### src/rtl/gpio_pkg.sv
package gpio_pkg;
   localparam int REG_ADDR_W = 2;

   localparam logic [REG_ADDR_W-1:0] ADR_LEVEL = 2'd0;
   localparam logic [REG_ADDR_W-1:0] ADR_SET   = 2'd1;
   localparam logic [REG_ADDR_W-1:0] ADR_CLR   = 2'd2;
   localparam logic [REG_ADDR_W-1:0] ADR_DIR   = 2'd3;

   localparam int DIR_NONE   = 0;
   localparam int DIR_OUT_HI = 1;
   localparam int DIR_IN_HI  = 2;

   typedef struct packed {
      logic lvl;
      logic set;
      logic clr;
      logic dir;
   } wr_sel_t;
endpackage

### src/rtl/gpio_in_sync.sv
module gpio_in_sync #(
   parameter int N = 8
) (
   input  logic         clk,
   input  logic         rst_n,
   input  logic [N-1:0] raw_in,
   output logic [N-1:0] sync_out
);
   logic [N-1:0] stage1_q;
   logic [N-1:0] stage2_q;

   always_ff @(posedge clk) begin
      if (!rst_n) begin
         stage1_q <= '0;
         stage2_q <= '0;
      end else begin
         stage1_q <= raw_in;
         stage2_q <= stage1_q;
      end
   end

   assign sync_out = stage2_q;
endmodule

### src/rtl/gpio_out_state.sv
module gpio_out_state
   import gpio_pkg::*;
#(
   parameter int N        = 8,
   parameter bit HAS_SET  = 1'b1,
   parameter bit HAS_CLR  = 1'b1,
   parameter int DIR_KIND = DIR_OUT_HI,
   parameter bit NO_DRIVE = 1'b0
) (
   input  logic         clk,
   input  logic         rst_n,
   input  wr_sel_t      wsel,
   input  logic [N-1:0] wbits,
   output logic [N-1:0] latch_val,
   output logic [N-1:0] oe_val,
   output logic [N-1:0] dir_view
);
   logic [N-1:0] lat_q;
   logic [N-1:0] lat_d;

   // Output latch update: the variant picks which word loads or merges.
   generate
      if (NO_DRIVE) begin : g_lat_off
         assign lat_d = '0;
      end else if (!HAS_SET) begin : g_lat_level
         always_comb begin
            lat_d = lat_q;
            if (wsel.lvl) lat_d = wbits;
         end
      end else if (HAS_CLR) begin : g_lat_setclr
         always_comb begin
            lat_d = lat_q;
            if (wsel.set) lat_d = lat_d | wbits;
            if (wsel.clr) lat_d = lat_d & ~wbits;
         end
      end else begin : g_lat_setload
         always_comb begin
            lat_d = lat_q;
            if (wsel.set) lat_d = wbits;
         end
      end
   endgenerate

   always_ff @(posedge clk) begin
      if (!rst_n) lat_q <= '0;
      else        lat_q <= lat_d;
   end

   assign latch_val = lat_q;

   // Direction storage: oe_q always holds "drive" sense internally.
   generate
      if (DIR_KIND == DIR_NONE) begin : g_nodir
         assign oe_val   = NO_DRIVE ? '0 : '1;
         assign dir_view = '0;
      end else begin : g_dir
         logic [N-1:0] oe_q;
         always_ff @(posedge clk) begin
            if (!rst_n)        oe_q <= '0;
            else if (wsel.dir) oe_q <= (DIR_KIND == DIR_OUT_HI) ? wbits : ~wbits;
         end
         assign oe_val   = NO_DRIVE ? '0 : oe_q;
         assign dir_view = (DIR_KIND == DIR_OUT_HI) ? oe_q : ~oe_q;
      end
   endgenerate
endmodule

### src/rtl/gpio_rd_port.sv
module gpio_rd_port
   import gpio_pkg::*;
#(
   parameter int DATA_W  = 32,
   parameter int N       = 8,
   parameter bit HAS_SET = 1'b1,
   parameter bit HAS_CLR = 1'b1
) (
   input  logic                  clk,
   input  logic                  rst_n,
   input  logic                  rd_en,
   input  logic [REG_ADDR_W-1:0] addr,
   input  logic [N-1:0]          level,
   input  logic [N-1:0]          latch_val,
   input  logic [N-1:0]          dir_view,
   output logic [DATA_W-1:0]     rdata
);
   logic [N-1:0]      sel_bits;
   logic [DATA_W-1:0] rd_d;
   logic [DATA_W-1:0] rd_q;

   always_comb begin
      unique case (addr)
         ADR_LEVEL: sel_bits = level;
         ADR_SET:   sel_bits = HAS_SET ? latch_val : '0;
         ADR_CLR:   sel_bits = HAS_CLR ? latch_val : '0;
         default:   sel_bits = dir_view;
      endcase
      rd_d           = '0;
      rd_d[N-1:0]    = sel_bits;
   end

   always_ff @(posedge clk) begin
      if (!rst_n)     rd_q <= '0;
      else if (rd_en) rd_q <= rd_d;
   end

   assign rdata = rd_q;
endmodule

### src/rtl/gpio_setclr_bank.sv
module gpio_setclr_bank
   import gpio_pkg::*;
#(
   parameter int DATA_W   = 32,
   parameter int NLINES   = 12,
   parameter bit HAS_SET  = 1'b1,
   parameter bit HAS_CLR  = 1'b1,
   parameter int DIR_KIND = DIR_OUT_HI,
   parameter bit NO_DRIVE = 1'b0
) (
   input  logic                  clk,
   input  logic                  rst_n,
   input  logic [REG_ADDR_W-1:0] bus_addr,
   input  logic                  bus_wr,
   input  logic [DATA_W-1:0]     bus_wdata,
   input  logic                  bus_rd,
   output logic [DATA_W-1:0]     bus_rdata,
   input  logic [NLINES-1:0]     pin_in,
   output logic [NLINES-1:0]     pin_out,
   output logic [NLINES-1:0]     pin_oe
);
   // Elaboration-time parameter checks
   generate
      if (NLINES < 1 || NLINES > 63) begin : g_bad_lines
         $error("NLINES must lie in 1..63");
      end
      if (DATA_W > 64 || NLINES > DATA_W) begin : g_bad_width
         $error("DATA_W must be at most 64 and not below NLINES");
      end
      if (HAS_CLR && !HAS_SET) begin : g_bad_clr
         $error("a clear register needs a set register");
      end
      if (DIR_KIND < DIR_NONE || DIR_KIND > DIR_IN_HI) begin : g_bad_dir
         $error("DIR_KIND must be 0, 1 or 2");
      end
   endgenerate

   wr_sel_t           wsel;
   logic [NLINES-1:0] wbits;
   logic [NLINES-1:0] level;
   logic [NLINES-1:0] latch_val;
   logic [NLINES-1:0] oe_val;
   logic [NLINES-1:0] dir_view;
   logic              unused_wdata_hi;

   assign wbits           = bus_wdata[NLINES-1:0];
   assign unused_wdata_hi = ^bus_wdata;

   always_comb begin
      wsel     = '0;
      wsel.lvl = bus_wr && (bus_addr == ADR_LEVEL);
      wsel.set = bus_wr && (bus_addr == ADR_SET);
      wsel.clr = bus_wr && (bus_addr == ADR_CLR);
      wsel.dir = bus_wr && (bus_addr == ADR_DIR);
   end

   gpio_in_sync #(.N(NLINES)) u_sync (
      .clk      (clk),
      .rst_n    (rst_n),
      .raw_in   (pin_in),
      .sync_out (level)
   );

   gpio_out_state #(
      .N        (NLINES),
      .HAS_SET  (HAS_SET),
      .HAS_CLR  (HAS_CLR),
      .DIR_KIND (DIR_KIND),
      .NO_DRIVE (NO_DRIVE)
   ) u_state (
      .clk       (clk),
      .rst_n     (rst_n),
      .wsel      (wsel),
      .wbits     (wbits),
      .latch_val (latch_val),
      .oe_val    (oe_val),
      .dir_view  (dir_view)
   );

   gpio_rd_port #(
      .DATA_W  (DATA_W),
      .N       (NLINES),
      .HAS_SET (HAS_SET),
      .HAS_CLR (HAS_CLR)
   ) u_rd (
      .clk       (clk),
      .rst_n     (rst_n),
      .rd_en     (bus_rd),
      .addr      (bus_addr),
      .level     (level),
      .latch_val (latch_val),
      .dir_view  (dir_view),
      .rdata     (bus_rdata)
   );

   assign pin_out = latch_val;
   assign pin_oe  = oe_val;
endmodule

### config.mk
export PLATFORM = sky130hd
export DESIGN_NAME = gpio_setclr_bank
export DESIGN_NICKNAME = d
export VERILOG_FILES = /design/src/rtl/gpio_pkg.sv /design/src/rtl/gpio_in_sync.sv /design/src/rtl/gpio_out_state.sv /design/src/rtl/gpio_rd_port.sv /design/src/rtl/gpio_setclr_bank.sv
export SDC_FILE = /design/constraint.sdc
export NUM_CORES = 1
export LEC_CHECK = 0
export BUFFER_PORTS_ARGS = -buffer_cell sky130_fd_sc_hd__buf_2
export CAP_MARGIN = 10
export CELL_PAD_IN_SITES_DETAIL_PLACEMENT = 2
export CELL_PAD_IN_SITES_GLOBAL_PLACEMENT = 2
export CORE_MARGIN = 2
export CORE_UTILIZATION = 29
export CTS_CLUSTER_SIZE = 28
export DETAILED_ROUTE_END_ITERATION = 10
export PLACE_DENSITY_LB_ADDON = 0.1
export SYNTH_ARGS = -nofsm -noshare
export SYNTH_HDL_FRONTEND = slang
export SYNTH_SLANG_ARGS = --single-unit
### constraint.sdc
create_clock -name clk -period 1.9 [get_ports clk]
set_clock_uncertainty 0.1 [all_clocks]
set_input_delay 0.38 -clock clk [delete_from_list [all_inputs] [get_ports clk]]
set_output_delay 0.38 -clock clk [all_outputs]
set_load 0.1 [all_outputs]
== Word-level counts from Yosys, hierarchy flattened ==
Cells that the tools add are included.

* Output and inout port bits: 56
* Logic and storage cells: 19
* Register bits: 60
* Input bits: 50

* Bitwise operators: 3
* Equal/unequal tests: 3
* Muxes and demuxes: 3
* Reduce and logical (&&, ||, !) cells: 5

{| class="wikitable"
|+ Operators with widths
! kind !! number
|-
| $mux W12 || 2
|-
| $pmux W12 S2 || 1
|-
| $and A12 B12 Y12 || 1
|-
| $not A12 Y12 || 1
|-
| $or A12 B12 Y12 || 1
|-
| $eq A2 B2 Y1 const B || 2
|-
| $logic_and A1 B1 Y1 || 3
|-
| $eq A2 B1 Y1 const B || 1
|-
| $logic_not A2 Y1 || 1
|-
| $reduce_or A2 Y1 || 1
|}

== Logic depth before layout (Yosys ltp) ==
* Word-level depth: 5
* Depth in mapped cells: 6
* Gate-level depth less buffers: 5

== By module ==
A second synthesis with hierarchy kept.

* Cells, all modules: 226
* Area total of the unflattened synthesis: 2458.6 um^2

{| class="wikitable"
|+ By module, submodules not included
! module !! area each (um^2) !! cells each !! seq. area each (um^2) !! instances
|-
| gpio_out_state || 923.4 || 90 || 480.5 || 1
|-
| gpio_rd_port || 822.0 || 82 || 240.2 || 1
|-
| gpio_in_sync || 675.6 || 50 || 480.5 || 1
|-
| gpio_setclr_bank || 37.5 || 4 || 0.0 || 1
|}

== Worst setup path after synthesis ==
OpenSTA, ideal clock, no wires.

* Path type: reg-to-reg
* Start point: reg u_state.g_dir.oe_q[11] (netlist: u_state.dir_view[11])
* End point: reg u_rd.rd_q[11] (netlist: u_rd.rdata[11])
* Setup slack: 0.271 ns
* Path buffers: 0
* Period minus slack after synthesis: 1.629 ns
* Library setup time: 0.088 ns
* Arrival time: 1.441 ns
* Cell stages (with the launch flop): 4
* Cells stage by stage: dfxtp_1 nand3b_1 o21ai_2 a311oi_2

* Cells in the longest elaborated chain, start to end: 1

{| class="wikitable"
|+ Ends and longest elaborated chain
! item !! line !! text
|-
| start, declared || gpio_out_state.sv:57 || <nowiki>logic [N-1:0] oe_q;</nowiki>
|-
| start signal, assigned || gpio_out_state.sv:60 || <nowiki>else if (wsel.dir) oe_q <= (DIR_KIND == DIR_OUT_HI) ? wbits : ~wbits;</nowiki>
|-
| $pmux W12 S2 || gpio_rd_port.sv:23 || <nowiki>unique case (addr)</nowiki>
|-
| end signal, assigned || gpio_rd_port.sv:35 || <nowiki>else if (rd_en) rd_q <= rd_d;</nowiki>
|-
| end, declared || gpio_rd_port.sv:20 || <nowiki>logic [DATA_W-1:0] rd_q;</nowiki>
|}

No other way between the ends.
A chain may end at the register's enable or synchronous reset.

== Worst setup path after layout ==
* Start point: reg u_state.g_dir.oe_q[7] (netlist: u_state.dir_view[7])
* End point: out pin_oe[7]

{| class="wikitable"
|+ RTL lines
! item !! line !! text
|-
| end, declared || gpio_setclr_bank.sv:20 || <nowiki>output logic [NLINES-1:0] pin_oe</nowiki>
|}

No word-level cell between the ends.

==> out/metrics.csv <==
stage,metric,value,unit
critical_path,rrSetupSlack,890,ps
power,comb_power_share,22.5,%
routing,wl,6.45,mm
critical_path,slowest_stage,buf_2,
power,pwr-share-clk,33.3,%
routing,drt-pass1-iter-count,4,
synth,syn-cell-area,2470,µm²
cells_and_area,drive_above_1_share,35.1,%
routing,route.vias.total,1951,
synth,yosys.cell_types.count,20,
sta,finalCritPeriodShare,86.7,%
sta,tns,0,ps
synth,ys_warn_count,0,
run_status,status,finished clean,
routing,ant_nets,0,
routing,wl_per_cell,15.0,µm
placed_design,portBuffers,65,
power,p_sw_share,36.3,%
critical_path,critical_path_required,1420,ps
global_route,grt_pass1_vias,1959,
critical_path,cpPeakStageDelay,450,ps
floorplan,die_y,96.3,µm
global_route,grt_pass1_wl,10.0,mm
synth,syn_area_per_cell,9.81,µm²
power,power,3050,µW
floorplan,coreArea,8260,µm²
sta,max_freq,607,MHz
synth,yosysTopAreaCell,dfxtp_1,
synth,ys_seq_elements,60,
sta,rsz0062_at_grt,false,
cells_and_area,num_antenna_cells,0,
synth,yosysTopAreaCellShare,48.6,%
power,p_leak,0.00125,µW
synth,yosys-top-cells-area,"dfxtp_1 49%, nand2_1 7.1%, a311oi_2 6.7%",
floorplan,ios,106,
synth,synthCells,252,
critical_path,r2r-end,u_rd.rdata[3],
power,vdd_drop_max,0.372,mV
power,powerDensity,1010,nW/µm²
sta,drv_slew,0,
critical_path,path_buf_inv,1,
critical_path,critPathTopFamily,buffers and inverters,
clock_tree,cts-hold-fix-buffers,0,
global_route,track_usage,14.8,%
floorplan,rows,33,
clock_tree,cts_made_buffers,9,
critical_path,path_cells,buf_2,
critical_path,critPathLaunch,u_state.dir_view[7],
routing,drtIter0Drc,24,
cells_and_area,fillers,991,
clock_tree,cts_root_buf,clkbuf_8,
cells_and_area,nNetsFinal,375,
critical_path,cp-start-kind,register,
worst_hold_path,hp-class,in2reg,
power,internal-power,1940,µW
floorplan,initial_core_util,29.9,%
sta,period_minus_slack,1650,ps
global_route,grt_overflow,0,
clock_tree,cts_htree_levels,3,
job,cap_violations,0,
critical_path,worstRegToRegCells,3,
cells_and_area,final-seq-area,1200,µm²
sta,fin_hold_ws,146,ps
clock_tree,clk_path_buf_depth,2,
global_route,grt_max_degree,36,
placed_design,hpwl,4.60,mm
placed_design,place.gp.congestion,0.709,
cells_and_area,multi_input_area,1080,µm²
power,netSwitchingPower,1110,µW
clock_tree,cts_resized,0,
critical_path,cp.arrival,1170,ps
floorplan,die_w,96.3,µm
sta,hold_viol_final,0,
synth,ys_seq_area_share,48.6,%
critical_path,crit_cells,1,
routing,drt-vias-per-instance,4.54,
cells_and_area,areaGrowthSynthToFinish,21.7,%
critical_path,r2r_start,u_state.dir_view[3],
sta,setup_viol,0,
clock_tree,cts_tree,done,
critical_path,crit_end,pin_oe[7],
critical_path,path_class,reg2out,
clock_tree,numClockSinks,60,
global_route,antenna_found_initial,0,
floorplan,dieArea,9280,µm²
routing,route.detailed.drc,0,
clock_tree,clkTransAtPathRegs,70,ps
cells_and_area,final_core_util,36.4,%
critical_path,worst-path-max-fanout,3,
clock_tree,clk_latency,340,ps
critical_path,end_kind,output port,
clock_tree,cts_setup_buffers,0,
power,power.share.sequential,44.2,%
cell usage in the layout (no fill, tap or decap), drive strengths merged:
cell and count:
a211oi 12, a21oi 25, a22oi 1, a311oi 11
and2 27, and2b 1, buf 73, clkbuf 10
clkinv 2, clkinvlp 4, conb 20, dfxtp 60
ha 5, inv 3, nand2 47, nand3b 12
o211ai 1, o21ai 11
stage by stage:
| step | cells | cell area, µm² | setup slack (ps) |
|---|---|---|---|
| 2_1_floorplan | 271 | 2540 | 271 |
| 3_3_place_gp | 414 | 2830 | 290 |
| 3_5_place_dp | 414 | 2830 | 247 |
| 4_1_cts | 430 | 3010 | 226 |
| 5_1_grt | 430 | 3010 | 190 |
| 6_report | 430 | 3010 | 253 |
cell type report:
cell class	instances	area share (%)
clock buffer	10	4.58
clock inverter	6	1.33
inverter	3	0.374
multi-input combinational	173	35.8
sequential	60	39.9
tap	105	4.37
timing repair buffer	73	13.6
power groups by stage:
stage               Combinational, µW  Clock [µW]  Sequential, µW
floorplan                         360           0            1610
global placement                  687           0            1380
CTS                               694        1070            1350
global route                      723        1120            1350
finish                            688        1020            1350
detailed placement                693           0            1380
metal layers:
metal / routed length (µm) / GRT usage [%] / up-vias
met4: 113 / 7.04 / 0
met5: 0 / 0 / -
met2: 3060 / 24.3 / 60
li1: - / - / 955
met3: 396 / 2.90 / 9
met1: 2890 / 18.5 / 927
cell usage after synthesis (all sizes together):
cell	n
inv	3
buf	33
a22oi	1
o21ai	11
dfxtp	60
clkbuf	2
a311oi	11
conb	1
ha	5
nand3b	12
o211ai	1
a21oi	25
and2	27
and2b	1
nand2	47
a211oi	12
kinds of logic (layout without fill, tap and decap cells):
group	after synthesis	in the layout	share of synthesized area [%]
AO/OA/AOI/OAI	61	61	19.9
AND/OR/NAND/NOR	87	87	18.1
adder cells (fa/ha/maj)	5	5	2.53
flip-flops	60	60	48.6
buffers and inverters	38	92	10.7
other	1	20	0.152
worst min-delay path by stage:
stage                                    from  slack (ps)                  end  depth (start not counted)
after detailed placement   u_sync.stage1_q[8]         320   u_sync.sync_out[8]                          1
after floorplan            u_sync.stage1_q[0]         310   u_sync.sync_out[0]                          1
after CTS                        bus_wdata[9]         120             register                          2
final                               pin_in[7]         150   u_sync.stage1_q[7]                          2
after global routing             bus_wdata[2]         140             register                          2
after global placement    u_sync.stage1_q[10]         310  u_sync.sync_out[10]                          1
worst register-to-register path: stages (launching register included):
cell	delay, ps
dfxtp_1	380
nand3b_1	150
o21ai_2	70
a311oi_2	230
(Power assumes the default switching activity.)
